--- src/rtl/eprom_seq_pkg.sv ---
package eprom_seq_pkg;

    typedef enum logic [3:0] {
        ST_IDLE,
        ST_FETCH,
        ST_LOAD,
        ST_SETUP,
        ST_PULSE,
        ST_HOLD,
        ST_VACC,
        ST_VCMP,
        ST_RACC,
        ST_RCMP
    } seq_state_e;

    typedef enum logic [1:0] {
        PH_BLIND,
        PH_ITER,
        PH_FINAL
    } seq_phase_e;

endpackage

--- src/rtl/eprom_pulse_timer.sv ---
module eprom_pulse_timer #(
    parameter int PULSE_CYCLES = 10000
) (
    input  logic clk,
    input  logic rst_n,
    input  logic load_i,
    output logic done_o
);
    localparam int CW = (PULSE_CYCLES < 2) ? 1 : $clog2(PULSE_CYCLES + 1);
    localparam logic [CW-1:0] LOAD_VAL = CW'(PULSE_CYCLES - 1);

    logic [CW-1:0] cnt_d, cnt_q;

    always_comb begin
        cnt_d = cnt_q;
        if (load_i)
            cnt_d = LOAD_VAL;
        else if (cnt_q != '0)
            cnt_d = cnt_q - CW'(1);
    end

    always_ff @(posedge clk or negedge rst_n) begin
        if (!rst_n) cnt_q <= '0;
        else        cnt_q <= cnt_d;
    end

    assign done_o = (cnt_q == '0);
endmodule

--- src/rtl/eprom_retry_ctr.sv ---
module eprom_retry_ctr #(
    parameter int MAX_TRIES = 10
) (
    input  logic clk,
    input  logic rst_n,
    input  logic clr_i,
    input  logic inc_i,
    output logic limit_o
);
    localparam int RW = $clog2(MAX_TRIES + 1);

    logic [RW-1:0] cnt_d, cnt_q;

    always_comb begin
        cnt_d = cnt_q;
        if (clr_i)
            cnt_d = '0;
        else if (inc_i && cnt_q != RW'(MAX_TRIES))
            cnt_d = cnt_q + RW'(1);
    end

    always_ff @(posedge clk or negedge rst_n) begin
        if (!rst_n) cnt_q <= '0;
        else        cnt_q <= cnt_d;
    end

    assign limit_o = (cnt_q == RW'(MAX_TRIES));
endmodule

--- src/rtl/eprom_prog_seq.sv ---
module eprom_prog_seq
    import eprom_seq_pkg::*;
#(
    parameter int AW           = 15,
    parameter int DW           = 8,
    parameter int PULSE_CYCLES = 10000,
    parameter int MAX_TRIES    = 10
) (
    input  logic          clk,
    input  logic          rst_n,
    input  logic          start_i,
    input  logic [AW-1:0] first_addr_i,
    input  logic [AW-1:0] last_addr_i,
    output logic [AW-1:0] src_addr_o,
    input  logic [DW-1:0] src_data_i,
    output logic [AW-1:0] dev_addr_o,
    output logic [DW-1:0] dev_wdata_o,
    output logic          dev_wdata_oe_o,
    input  logic [DW-1:0] dev_rdata_i,
    output logic          ce_n_o,
    output logic          oe_n_o,
    output logic          hv_sel_o,
    output logic          busy_o,
    output logic          pass_o,
    output logic          fail_o,
    output logic [AW-1:0] fail_addr_o
);
    typedef struct packed {
        seq_state_e    state;
        seq_phase_e    phase;
        logic [AW-1:0] first;
        logic [AW-1:0] last;
        logic [AW-1:0] addr;
        logic [DW-1:0] data;
        logic          pass;
        logic          fail;
        logic [AW-1:0] fail_addr;
    } seq_t;

    seq_t q, d;

    logic tmr_load, tmr_done;
    logic rty_clr, rty_inc, rty_limit;
    logic byte_match, at_last;

    eprom_pulse_timer #(.PULSE_CYCLES(PULSE_CYCLES)) u_timer (
        .clk    (clk),
        .rst_n  (rst_n),
        .load_i (tmr_load),
        .done_o (tmr_done)
    );

    eprom_retry_ctr #(.MAX_TRIES(MAX_TRIES)) u_retry (
        .clk     (clk),
        .rst_n   (rst_n),
        .clr_i   (rty_clr),
        .inc_i   (rty_inc),
        .limit_o (rty_limit)
    );

    assign byte_match = (dev_rdata_i == q.data);
    assign at_last    = (q.addr == q.last);

    always_comb begin
        d        = q;
        tmr_load = 1'b0;
        rty_clr  = 1'b0;
        rty_inc  = 1'b0;
        unique case (q.state)
            ST_IDLE: begin
                if (start_i) begin
                    d.first = first_addr_i;
                    d.last  = last_addr_i;
                    d.addr  = first_addr_i;
                    d.phase = PH_BLIND;
                    d.pass  = 1'b0;
                    d.fail  = 1'b0;
                    d.state = ST_FETCH;
                end
            end
            ST_FETCH: begin
                rty_clr = (q.phase == PH_ITER);
                d.state = ST_LOAD;
            end
            ST_LOAD: begin
                d.data  = src_data_i;
                d.state = (q.phase == PH_FINAL) ? ST_RACC : ST_SETUP;
            end
            ST_SETUP: begin
                tmr_load = 1'b1;
                d.state  = ST_PULSE;
            end
            ST_PULSE: begin
                if (tmr_done) d.state = ST_HOLD;
            end
            ST_HOLD: begin
                if (q.phase == PH_BLIND) begin
                    if (at_last) begin
                        d.phase = PH_ITER;
                        d.addr  = q.first;
                    end else begin
                        d.addr  = q.addr + AW'(1);
                    end
                    d.state = ST_FETCH;
                end else begin
                    rty_inc = 1'b1;
                    d.state = ST_VACC;
                end
            end
            ST_VACC: d.state = ST_VCMP;
            ST_VCMP: begin
                if (byte_match) begin
                    if (at_last) begin
                        d.phase = PH_FINAL;
                        d.addr  = q.first;
                    end else begin
                        d.addr  = q.addr + AW'(1);
                    end
                    d.state = ST_FETCH;
                end else if (rty_limit) begin
                    d.fail      = 1'b1;
                    d.fail_addr = q.addr;
                    d.state     = ST_IDLE;
                end else begin
                    d.state = ST_SETUP;
                end
            end
            ST_RACC: d.state = ST_RCMP;
            ST_RCMP: begin
                if (!byte_match) begin
                    d.fail      = 1'b1;
                    d.fail_addr = q.addr;
                    d.state     = ST_IDLE;
                end else if (at_last) begin
                    d.pass  = 1'b1;
                    d.state = ST_IDLE;
                end else begin
                    d.addr  = q.addr + AW'(1);
                    d.state = ST_FETCH;
                end
            end
            default: d.state = ST_IDLE;
        endcase
    end

    always_ff @(posedge clk or negedge rst_n) begin
        if (!rst_n) begin
            q.state     <= ST_IDLE;
            q.phase     <= PH_BLIND;
            q.first     <= '0;
            q.last      <= '0;
            q.addr      <= '0;
            q.data      <= '0;
            q.pass      <= 1'b0;
            q.fail      <= 1'b0;
            q.fail_addr <= '0;
        end else begin
            q <= d;
        end
    end

    assign busy_o         = (q.state != ST_IDLE);
    assign hv_sel_o       = busy_o && (q.phase != PH_FINAL);
    assign src_addr_o     = q.addr;
    assign dev_addr_o     = q.addr;
    assign dev_wdata_o    = q.data;
    assign dev_wdata_oe_o = (q.state == ST_SETUP) || (q.state == ST_PULSE) ||
                            (q.state == ST_HOLD);
    assign ce_n_o         = !((q.state == ST_PULSE) || (q.state == ST_RACC) ||
                              (q.state == ST_RCMP));
    assign oe_n_o         = !((q.state == ST_VACC) || (q.state == ST_VCMP) ||
                              (q.state == ST_RACC) || (q.state == ST_RCMP));
    assign pass_o         = q.pass;
    assign fail_o         = q.fail;
    assign fail_addr_o    = q.fail_addr;
endmodule

--- config.mk ---
export PLATFORM = sky130hd
export DESIGN_NAME = eprom_prog_seq
export DESIGN_NICKNAME = d
export VERILOG_FILES = /design/src/rtl/eprom_seq_pkg.sv /design/src/rtl/eprom_pulse_timer.sv /design/src/rtl/eprom_retry_ctr.sv /design/src/rtl/eprom_prog_seq.sv
export SDC_FILE = /design/constraint.sdc
export NUM_CORES = 1
export LEC_CHECK = 0
export BUFFER_PORTS_ARGS = -buffer_cell sky130_fd_sc_hd__buf_2
export CAP_MARGIN = 15
export CORE_AREA = 5 5 111 113
export CTS_CLUSTER_DIAMETER = 100
export CTS_CLUSTER_SIZE = 28
export DETAILED_ROUTE_END_ITERATION = 16
export DIE_AREA = 0 0 116 118
export PLACE_DENSITY = 0.73
export SETUP_SLACK_MARGIN = 0.1
export SLEW_MARGIN = 15
export SYNTH_ARGS = -nofsm -noshare
export SYNTH_HDL_FRONTEND = slang
export SYNTH_HIERARCHICAL = 1
export SYNTH_SLANG_ARGS = --single-unit
--- constraint.sdc ---
create_clock -name clk -period 2.61 [get_ports clk]
set_input_delay 0.1305 -clock clk [delete_from_list [all_inputs] [get_ports clk]]
set_output_delay 0.1305 -clock clk [all_outputs]
set_load 0.05 [all_outputs]
==> results of run 1 <==
-- per-stage QoR --
step / std cells / cell area (um2)
6_report: 744 / 6270
2_1_floorplan: 527 / 5500
3_5_place_dp: 723 / 5900
4_1_cts: 741 / 6230
3_3_place_gp: 723 / 5900
5_1_grt: 744 / 6270
-- per-layer routing --
metal / part of all wire / vias up
met1: 0.42 / 2093
met3: 0.071 / 17
met4: 0.014 / 0
li1: - / 1983
met2: 0.50 / 157
met5: 0 / -
-- area by class of cell --
cell class / count / area share
Multi-Input combinational cell: 334 / 0.407
Sequential cell: 94 / 0.375
Timing Repair Buffer: 137 / 0.128
Clock buffer: 11 / 0.0371
Tap cell: 143 / 0.0285
Inverter: 21 / 0.0126
Clock inverter: 4 / 0.0116
-- flip-flops by register name, summed over array words and instances (netlist names) --
name and flops:
u_retry/cnt_q 4, dev_addr_o 15, fail_o 1, dev_wdata_o 8, q 36, pass_o 1, fail_addr_o 15, u_timer/cnt_q 14
-- layout by cell type (no fill, tap or decap), types with 3 or more instances in the layout --
master	Yosys	routed
clkbuf_16	0	9
nand2b_1	6	6
xnor2_1	6	6
nor2_2	2	3
o31a_1	3	3
a32oi_1	3	3
nor4_2	4	6
o22ai_1	13	13
dfrtp_1	94	93
ha_1	4	4
and3_1	6	6
nor4_1	5	3
inv_1	21	21
xor2_1	21	21
o31ai_1	4	4
or2_2	5	5
nand2_1	19	19
a22o_1	5	5
mux2_2	64	64
a222oi_1	4	4
or3_1	3	3
nor3_1	15	15
buf_2	10	107
nand4_1	3	3
or4_4	4	4
buf_12	0	3
a21oi_1	36	36
buf_4	55	26
nor2_1	30	30
o21ai_0	9	9
nor2b_1	4	4
nand3_1	9	9
-- cell families after synthesis --
group,Yosys count
muxes,69
buffers and inverters,100
AOI/OAI and AO/OA,105
xor gates and xnor gates,27
adders and majority gates,4
DFF,94
and+or+nand+nor,128
-- report_power, final --
group / internal, W / total, W / switching [W]
Sequential: 0.00146 / 0.00147 / 0.00000603
Combinational: 0.0000585 / 0.000152 / 0.0000932
Clock: 0.000833 / 0.00138 / 0.000550
Total: 0.00235 / 0.00300 / 0.000649
-- timing repair --
item,in CTS,in global routing
setup buffers,2,2
pin swaps,1,3
endpoints found under the setup margin,3,13
gates cloned,0,1
hold buffers,1,0
hold endpoints to repair,47,0
resized for setup,0,3
-- final timing paths --
path / endpoint / cells past startpoint / slack [ns] / start
setup / recovery: dev_addr_o[2]$_DFFE_PN0P_ / 8 / 0.25 / dev_addr_o[1]$_DFFE_PN0P_
hold / removal: q[48]$_DFFE_PN0P_ / 2 / 0.01 / last_addr_i[8]
setup reg to reg: dev_addr_o[2]$_DFFE_PN0P_ / 8 / 0.25 / dev_addr_o[1]$_DFFE_PN0P_
hold reg to reg: fail_o$_DFFE_PN0P_ / 1 / 0.47 / fail_o$_DFFE_PN0P_
max in group asynchronous: q[66]$_DFFE_PN0P_ / 3 / 1.58 / rst_n
min in group asynchronous: dev_wdata_o[5]$_DFFE_PN0P_ / 2 / 0.35 / rst_n
==> impl_metrics.py, run 1 <==
metrics = {
    "global_routing": {
        "grt.met3_usage": 0.0437,
        "via_count_of_the_first_global_routing_pass": 4337,
        "grt_most_used_layer": "met2",
        "gr-usage-met2": 0.326,
        "grt_remaining_overflow": 0,
        "grtUsageTotal": 0.196,
        "grt_start_max_net_pins": 49,
        "grt_antenna_before_repair": 0,
        "first_pass_grt_wire_length_um": 21600,
        "grt_util_met1": 0.255,
    },
    "sta": {
        "hold-worst-slack_ns": 0.0138,
        "worst_pin_slew_ns": 0.660,
        "hold_viol": 0,
        "setup_violating_endpoint_count_in_the_final_report": 0,
        "max_freq_mhz": 424,
        "finClkSkew_ns": 0.00880,
        "slew-limit-headroom": 0.560,
        "total_count_of_max_transition_violations_in_the_final_report": 0,
        "post-route-min-period_ns": 2.36,
        "setup-tns-final_ns": 0,
        "min_period_over_period": 0.903,
        "rsz_0062_raised_after_global_routing": "false",
        "post-route-worst-setup-slack_ns": 0.253,
    },
    "clock_network": {
        "tritoncts_clock_tree": "yes",
        "clock_latency_ns": 0.35,
        "ctsHtreeMaxLevel": 3,
        "clkTransAtPathRegs_ns": 0.07,
        "numCtsBuffers": 9,
        "max-clock-path-buffers": 2,
        "root_buffer": "clkbuf_16",
        "clock-sinks": 94,
    },
    "finish": {
        "fillCellCount": 974,
        "num_antenna_cells": 0,
        "finish.utilization": 0.559,
        "share_of_cells_above_drive_strength_1": 0.404,
        "layout.nets": 650,
        "synthToLayoutAreaGrowth_pct": 14.1,
        "register_area_um2": 2350,
        "multi_input_area_um2": 2550,
    },
    "setup_path": {
        "cp_max_fo": 8,
        "timing.critical_path.buf_inv": 1,
        "worst-endpoint-arrival_ns": 2.59,
        "criticalPathCategory": "reg2reg",
        "endpoint_kind": "flop",
        "path_cells": "xor2_1 -> nor4_2 -> nand2_1 -> nor2_4 -> buf_4 -> mux2_2 -> a222oi_1 -> o2bb2ai_1",
        "path_delay_family": "simple AND/OR/NAND/NOR gates",
        "slowest_stage": "dfrtp_1",
        "crit_required_ns": 2.84,
        "startpoint_type": "flop",
        "crit_path_max_incr_delay_ns": 0.48,
    },
    "floorplan": {
        "die-area_um2": 13700,
        "fp-row-count": 39,
        "die_w_um": 116,
        "pin_count": 109,
        "chipHeight_um": 118,
        "initial_utilization": 0.490,
        "core_region_area_um2": 11200,
    },
    "detailed_routing": {
        "detail_route.vias_per_cell": 5.71,
        "avgRoutedWirePerCell_um": 17.7,
        "drt_pre_antenna_iters": 6,
        "route.final.wire_length_um": 13100,
        "drt_first_iter_violations": 361,
        "drc": 0,
        "drt.antenna.violating_nets": 0,
        "route.vias.total": 4250,
    },
    "placed_design": {
        "placement.io_buffers": 108,
        "pre_cts_slack_ns": 0.0944,
        "place.detailed.hpwl_um": 9550,
        "routability_driven_placement_congestion_ratio": 0.940,
    },
    "yosys": {
        "ys_seq_elements": 94,
        "post_synth_main_area_contributors": "dfrtp_1 43%, mux2_2 13%, buf_4 7.5%",
        "yosys_warnings": 6,
        "combinational_family_with_the_most_area_after_synthesis": "multiplexers",
        "muxShareOfSynthArea": 0.142,
        "netlist-cell-type-count": 68,
        "synthArstFlopShare": 1.00,
        "post_synth_most_frequent_cells": "94 x dfrtp_1, 64 x mux2_2, 55 x buf_4",
        "synth_edf_count": 0,
        "synth_adder_area_share": 0.00911,
        "synth-simple-area-share": 0.134,
        "netlist_instances": 527,
        "synth-xor-area-share": 0.0430,
        "postSynthNetCount": 580,
        "synth_area_per_cell_um2": 10.4,
        "synth-seq-area-share": 0.428,
        "post-synth-top-area-cell": "dfrtp_1",
        "syn-cell-area_um2": 5500,
        "synthesized_area_fraction_occupied_by_ao_oa_aoi_and_oai_cells": 0.133,
        "synth.most_common_cell": "dfrtp_1",
        "netlist.area_leader.share": 0.428,
        "ys.flop_type": "dfrtp_1",
    },
    "power_and_ir_drop": {
        "pwr_density_cell_nw_per_um2": 479,
        "static-leakage-power_nw": 3.02,
        "p_total_w": 0.00300,
        "vdd_ir_drop_max_v": 0.000554,
    },
    "outcome": {
        "result_of_the_run": "finished, final reports clean",
    },
    "run": {
        "cap_viol_max_count": 0,
    },
    "worst_hold_path": {
        "hold_path.class": "in2reg",
    },
}
No activity file was read; power rests on OpenSTA's default activity.
==> run 2, diff against run 1 <==
--- a/config.mk
+++ b/config.mk
@@ -7,11 +7,11 @@
 export LEC_CHECK = 0
 export BUFFER_PORTS_ARGS = -buffer_cell sky130_fd_sc_hd__buf_2
 export CAP_MARGIN = 15
-export CORE_AREA = 5 5 111 113
+export CORE_AREA = 4 4 110 112
 export CTS_CLUSTER_DIAMETER = 100
 export CTS_CLUSTER_SIZE = 28
 export DETAILED_ROUTE_END_ITERATION = 16
-export DIE_AREA = 0 0 116 118
+export DIE_AREA = 0 0 114 116
 export PLACE_DENSITY = 0.73
 export SETUP_SLACK_MARGIN = 0.1
 export SLEW_MARGIN = 15
==> impl_metrics.py, run 2 (synthesis gave the netlist of run 1 again) <==
metrics = {
    "power_and_ir_drop": {
        "vdd_ir_drop_max_v": 0.000557,
        "static-leakage-power_nw": 3.02,
        "pwr_density_cell_nw_per_um2": 484,
    },
    "finish": {
        "largest-register": "q",
        "synthToLayoutAreaGrowth_pct": 14.2,
        "leading_cell_type_in_the_layout_fill_and_taps_excluded": "buf_2",
        "stdcell_area_um2": 6280,
        "share_of_cells_above_drive_strength_1": 0.405,
        "most_frequent_cells_in_the_layout": "107 x buf_2, 93 x dfrtp_1, 64 x mux2_2",
        "stdcell_count": 743,
        "largest_register_ffs": 36,
        "layout.nets": 648,
        "num_antenna_cells": 0,
    },
    "floorplan": {
        "die-area_um2": 13200,
        "pin_count": 109,
        "initial_utilization": 0.490,
        "core_region_area_um2": 11200,
        "die_w_um": 114,
        "fp-row-count": 39,
        "chipHeight_um": 116,
    },
    "detailed_routing": {
        "drt.antenna.violating_nets": 0,
        "route.final.wire_length_um": 12500,
        "avgRoutedWirePerCell_um": 16.8,
        "drt_pre_antenna_iters": 4,
        "route.vias.total": 4174,
        "detail_route.vias_per_cell": 5.62,
        "drt_first_iter_violations": 216,
        "drc": 0,
    },
    "setup_path": {
        "slowest_stage": "nor4_2",
        "endpoint_kind": "flop",
        "startpoint_type": "flop",
        "r2r_start": "dev_addr_o[12]$_DFFE_PN0P_",
        "reg2reg_slack_ns": 0.25,
        "cp-startpoint": "dev_addr_o[12]$_DFFE_PN0P_",
        "crit_path_end": "dev_addr_o[8]$_DFFE_PN0P_",
        "cp_max_fo": 9,
        "path_cells": "xor2_1 -> nor4_2 -> nand2_1 -> nor2_4 -> buf_4 -> mux2_2 -> a21oi_1 -> o22ai_1",
        "criticalPathCategory": "reg2reg",
        "crit_path_max_incr_delay_ns": 0.44,
        "worst-endpoint-arrival_ns": 2.58,
        "r2r.worst_path.cells": 8,
        "crit_required_ns": 2.82,
        "r2r-end": "dev_addr_o[8]$_DFFE_PN0P_",
    },
    "placed_design": {
        "dpl_cell_area_um2": 5890,
        "placement.io_buffers": 108,
        "placed_cells_incl_taps": 723,
        "place.detailed.hpwl_um": 8880,
        "routability_driven_placement_congestion_ratio": 0.918,
    },
    "sta": {
        "hold-worst-slack_ns": 0.0168,
        "max_freq_mhz": 423,
        "min_period_over_period": 0.905,
        "worst_pin_slew_ns": 0.637,
        "slew-limit-headroom": 0.575,
        "total_count_of_max_transition_violations_in_the_final_report": 0,
        "hold_viol": 0,
        "setup_violating_endpoint_count_in_the_final_report": 0,
        "setup-tns-final_ns": 0,
        "finClkSkew_ns": 0.00726,
        "post-route-min-period_ns": 2.36,
        "rsz_0062_raised_after_global_routing": "false",
    },
    "worst_hold_path": {
        "hold_path.class": "in2reg",
    },
    "run": {
        "cap_viol_max_count": 0,
    },
    "clock_network": {
        "root_buffer": "clkbuf_16",
        "ctsHtreeMaxLevel": 3,
        "clock_latency_ns": 0.34,
        "clkTransAtPathRegs_ns": 0.07,
        "numCtsBuffers": 9,
        "tritoncts_clock_tree": "yes",
        "max-clock-path-buffers": 2,
        "clock-sinks": 94,
    },
    "global_routing": {
        "grtUsageTotal": 0.193,
        "grt_start_max_net_pins": 49,
        "first_pass_grt_wire_length_um": 20400,
        "grt_remaining_overflow": 0,
        "grt_antenna_before_repair": 0,
        "via_count_of_the_first_global_routing_pass": 4154,
    },
    "outcome": {
        "result_of_the_run": "finished, final reports clean",
    },
}
run 2: changes by cell type in the layout (fill, tap and decap cells not counted):
cell,before,now
clkinvlp_4,1,3
buf_4,26,25
clkbuf_1,2,1
clkbuf_8,0,1
clkinv_2,1,0
nor2_2,3,2
run 2: timing repair:
action | in CTS | in global routing
endpoints found under the setup margin | 3 | 6
setup buffers | 3 | 0
hold buffers | 1 | 0
pin swaps | 1 | 0
endpoints found under the hold margin | 47 | 0
resized for setup | 0 | 3
run 2: how the worst min path moves through the flow:
stage                    start                          to  slack (ns)  cells after the start
2_1_floorplan            rst_n   dev_addr_o[0]$_DFFE_PN0P_       -0.17                      0
3_3_place_gp             rst_n  fail_addr_o[8]$_DFFE_PN0P_        0.19                      1
3_5_place_dp             rst_n  fail_addr_o[7]$_DFFE_PN0P_        0.20                      1
4_1_cts         last_addr_i[0]           q[40]$_DFFE_PN0P_       0.006                      2
5_1_grt        last_addr_i[10]           q[50]$_DFFE_PN0P_       0.009                      2
6_report        last_addr_i[8]           q[48]$_DFFE_PN0P_        0.02                      2
run 2: power breakdown:
| part | leakage [nW] | internal, W | switching [W] |
|---|---|---|---|
| sequential | 1.19 | 0.00146 | 0.00000577 |
| combinational | 1.68 | 0.0000585 | 0.0000918 |
| clock | 0.148 | 0.000866 | 0.000550 |
run 2: per-layer routing:
layer  wire (um)  global-route usage  share of wire  vias up
met5           0                   0              0        -
met4         254              0.0728          0.020        0
met3         765              0.0397          0.061       20
met2        6090               0.312           0.49      163
met1        5340               0.257           0.43     2012
li1            -                   -              -     1979
run 2: worst max-delay path, delay by kind of cell (launching register included):
kind / cells / cell delay (ns)
xor+xnor: 1 / 0.16
buf+inv: 1 / 0.20
compound gates: 2 / 0.31
simple gates: 3 / 0.82
mux: 1 / 0.35
flops: 1 / 0.40
run 2: per-stage QoR:
stage	power (W)	util	worst slack, ns
6_report	0.00303	0.559	0.247
5_1_grt	0.00314	0.559	0.0763
4_1_cts	0.00307	0.558	0.226
3_5_place_dp	0.00165	0.525	0.0610
3_3_place_gp	0.00164	0.525	0.164
2_1_floorplan	0.00157	-	0.387
run 2: cell type report:
| type | count | area [um2] |
|---|---|---|
| Fill cell | 947 | 4950 |
| Multi-Input combinational cell | 333 | 2550 |
| Sequential cell | 94 | 2350 |
| Timing Repair Buffer | 136 | 793 |
| Clock buffer | 11 | 243 |
| Tap cell | 143 | 179 |
| Clock inverter | 5 | 82.6 |
| Inverter | 21 | 78.8 |
==> run 3, diff against run 2 <==
--- a/config.mk
+++ b/config.mk
@@ -5,14 +5,13 @@
 export SDC_FILE = /design/constraint.sdc
 export NUM_CORES = 1
 export LEC_CHECK = 0
-export BUFFER_PORTS_ARGS = -buffer_cell sky130_fd_sc_hd__buf_2
 export CAP_MARGIN = 15
 export CORE_AREA = 4 4 110 112
 export CTS_CLUSTER_DIAMETER = 100
 export CTS_CLUSTER_SIZE = 28
 export DETAILED_ROUTE_END_ITERATION = 16
 export DIE_AREA = 0 0 114 116
-export PLACE_DENSITY = 0.73
+export DONT_BUFFER_PORTS = 1
 export SETUP_SLACK_MARGIN = 0.1
 export SLEW_MARGIN = 15
 export SYNTH_ARGS = -nofsm -noshare
==> impl_metrics.py, run 3 (synthesis gave the netlist of run 1 again) <==
metrics = {
    "detailed_routing": {
        "drt_first_iter_violations": 210,
        "route.vias.total": 4006,
        "routed.top_layer": "met4",
        "drt_pre_antenna_iters": 4,
        "avgRoutedWirePerCell_um": 18.9,
        "routedLengthMet1_um": 5490,
        "drc": 0,
        "drt.antenna.violating_nets": 0,
        "detail_route.vias_per_cell": 5.80,
        "dr_wl_met3_um": 1010,
        "dr_wl_met2_um": 6350,
        "route.final.wire_length_um": 13100,
    },
    "finish": {
        "share_of_cells_above_drive_strength_1": 0.272,
        "largest_register_ffs": 36,
        "most_frequent_cells_in_the_layout": "94 x dfrtp_1, 64 x mux2_2, 41 x buf_4",
        "num_antenna_cells": 0,
        "fillCellCount": 988,
        "leading_cell_type_in_the_layout_fill_and_taps_excluded": "dfrtp_1",
        "largest-register": "q",
        "layout.nets": 597,
        "stdcell_count": 691,
        "synthToLayoutAreaGrowth_pct": 13.3,
    },
    "sta": {
        "setup-tns-final_ns": 0,
        "max_freq_mhz": 416,
        "setup_violating_endpoint_count_in_the_final_report": 0,
        "slew-limit-headroom": 0.669,
        "hold-worst-slack_ns": 0.0260,
        "min_period_over_period": 0.921,
        "post-route-min-period_ns": 2.40,
        "total_count_of_max_transition_violations_in_the_final_report": 0,
        "hold_viol": 0,
        "post-route-worst-setup-slack_ns": 0.207,
        "rsz_0062_raised_after_global_routing": "false",
        "finClkSkew_ns": 0.00551,
        "worst_pin_slew_ns": 0.496,
    },
    "worst_hold_path": {
        "hold_path.class": "in2reg",
    },
    "setup_path": {
        "worst-endpoint-arrival_ns": 2.63,
        "crit_path_max_incr_delay_ns": 0.43,
        "reg2reg_slack_ns": 0.21,
        "path_delay_family": "simple AND/OR/NAND/NOR gates",
        "path_cells": "xor2_1 -> nor4_2 -> nand2_1 -> nor2_4 -> mux2_2 -> a222oi_1 -> o21ai_0",
        "endpoint_kind": "flop",
        "timing.critical_path.buf_inv": 0,
        "crit_required_ns": 2.84,
        "startpoint_type": "flop",
        "cp_max_fo": 9,
        "slowest_stage": "nor4_2",
        "criticalPathCategory": "reg2reg",
    },
    "power_and_ir_drop": {
        "static-leakage-power_nw": 2.84,
        "vdd_ir_drop_max_v": 0.000430,
        "pwr_density_cell_nw_per_um2": 474,
        "p_total_w": 0.00295,
    },
    "clock_network": {
        "max-clock-path-buffers": 2,
        "tritoncts_clock_tree": "yes",
        "clock-sinks": 94,
        "numCtsBuffers": 9,
        "root_buffer": "clkbuf_16",
        "clock_latency_ns": 0.35,
        "ctsHtreeMaxLevel": 3,
        "clkTransAtPathRegs_ns": 0.07,
    },
    "global_routing": {
        "grt_remaining_overflow": 0,
        "grt_antenna_before_repair": 0,
        "first_pass_grt_wire_length_um": 20800,
        "grtUsageTotal": 0.201,
        "grt_start_max_net_pins": 95,
        "via_count_of_the_first_global_routing_pass": 3988,
    },
    "run": {
        "cap_viol_max_count": 0,
    },
    "outcome": {
        "result_of_the_run": "finished, final reports clean",
    },
    "floorplan": {
        "fp-row-count": 39,
        "core_region_area_um2": 11200,
        "pin_count": 109,
        "die-area_um2": 13200,
        "chipHeight_um": 116,
        "initial_utilization": 0.490,
        "die_w_um": 114,
    },
    "placed_design": {
        "place.detailed.hpwl_um": 8810,
        "pre_cts_slack_ns": 0.0502,
        "placed_cells_incl_taps": 633,
        "placement.io_buffers": 0,
        "routability_driven_placement_congestion_ratio": 0.849,
    },
}
[run 3: routing by layer]
metal | global-route usage | vias up
li1 | - | 1872
met1 | 0.260 | 1982
met2 | 0.332 | 137
met3 | 0.0454 | 15
met4 | 0.0752 | 0
met5 | 0 | -
[run 3: area by class of cell]
type | count | area (um2) | area share
inverters | 21 | 78.8 | 0.0127
multi-input cells | 333 | 2540 | 0.408
repair buffers | 85 | 787 | 0.126
clock buffers | 12 | 246 | 0.0396
clock inverters | 3 | 45.0 | 0.00723
flip-flops and latches | 94 | 2350 | 0.378
well taps | 143 | 179 | 0.0287
[run 3: metrics by stage]
stage,util,area [um2]
after CTS,0.553,6210
after global placement,0.489,5480
after floorplan,-,5500
after detailed placement,0.489,5480
after global routing,0.555,6230
final,0.555,6230
[run 3: where the power goes]
group / internal [W] / switching (W) / leakage, nW / total [W]
combinational: 0.0000770 / 0.0000866 / 1.51 / 0.000164
clock: 0.000764 / 0.000555 / 0.135 / 0.00132
sequential: 0.00146 / 0.00000484 / 1.19 / 0.00147
[run 3: path summary, 6_finish.rpt]
| check | startpoint | cells past startpoint | end |
|---|---|---|---|
| max | q[52]$_DFFE_PN0P_ | 7 | dev_addr_o[1]$_DFFE_PN0P_ |
| min | first_addr_i[2] | 2 | dev_addr_o[2]$_DFFE_PN0P_ |
| max reg2reg | q[52]$_DFFE_PN0P_ | 7 | dev_addr_o[1]$_DFFE_PN0P_ |
| min reg2reg | q[67]$_DFFE_PN0P_ | 1 | q[67]$_DFFE_PN0P_ |
| max in group asynchronous | rst_n | 2 | fail_addr_o[7]$_DFFE_PN0P_ |
| min in group asynchronous | rst_n | 2 | dev_addr_o[11]$_DFFE_PN0P_ |
[run 3: what timing repair did]
action / CTS / global route
endpoints found under the setup margin: 7 / 8
gates resized for setup: 1 / 1
hold endpoints to repair: 134 / 0
setup buffers: 0 / 2
pin swaps: 0 / 1
hold buffers: 41 / 0
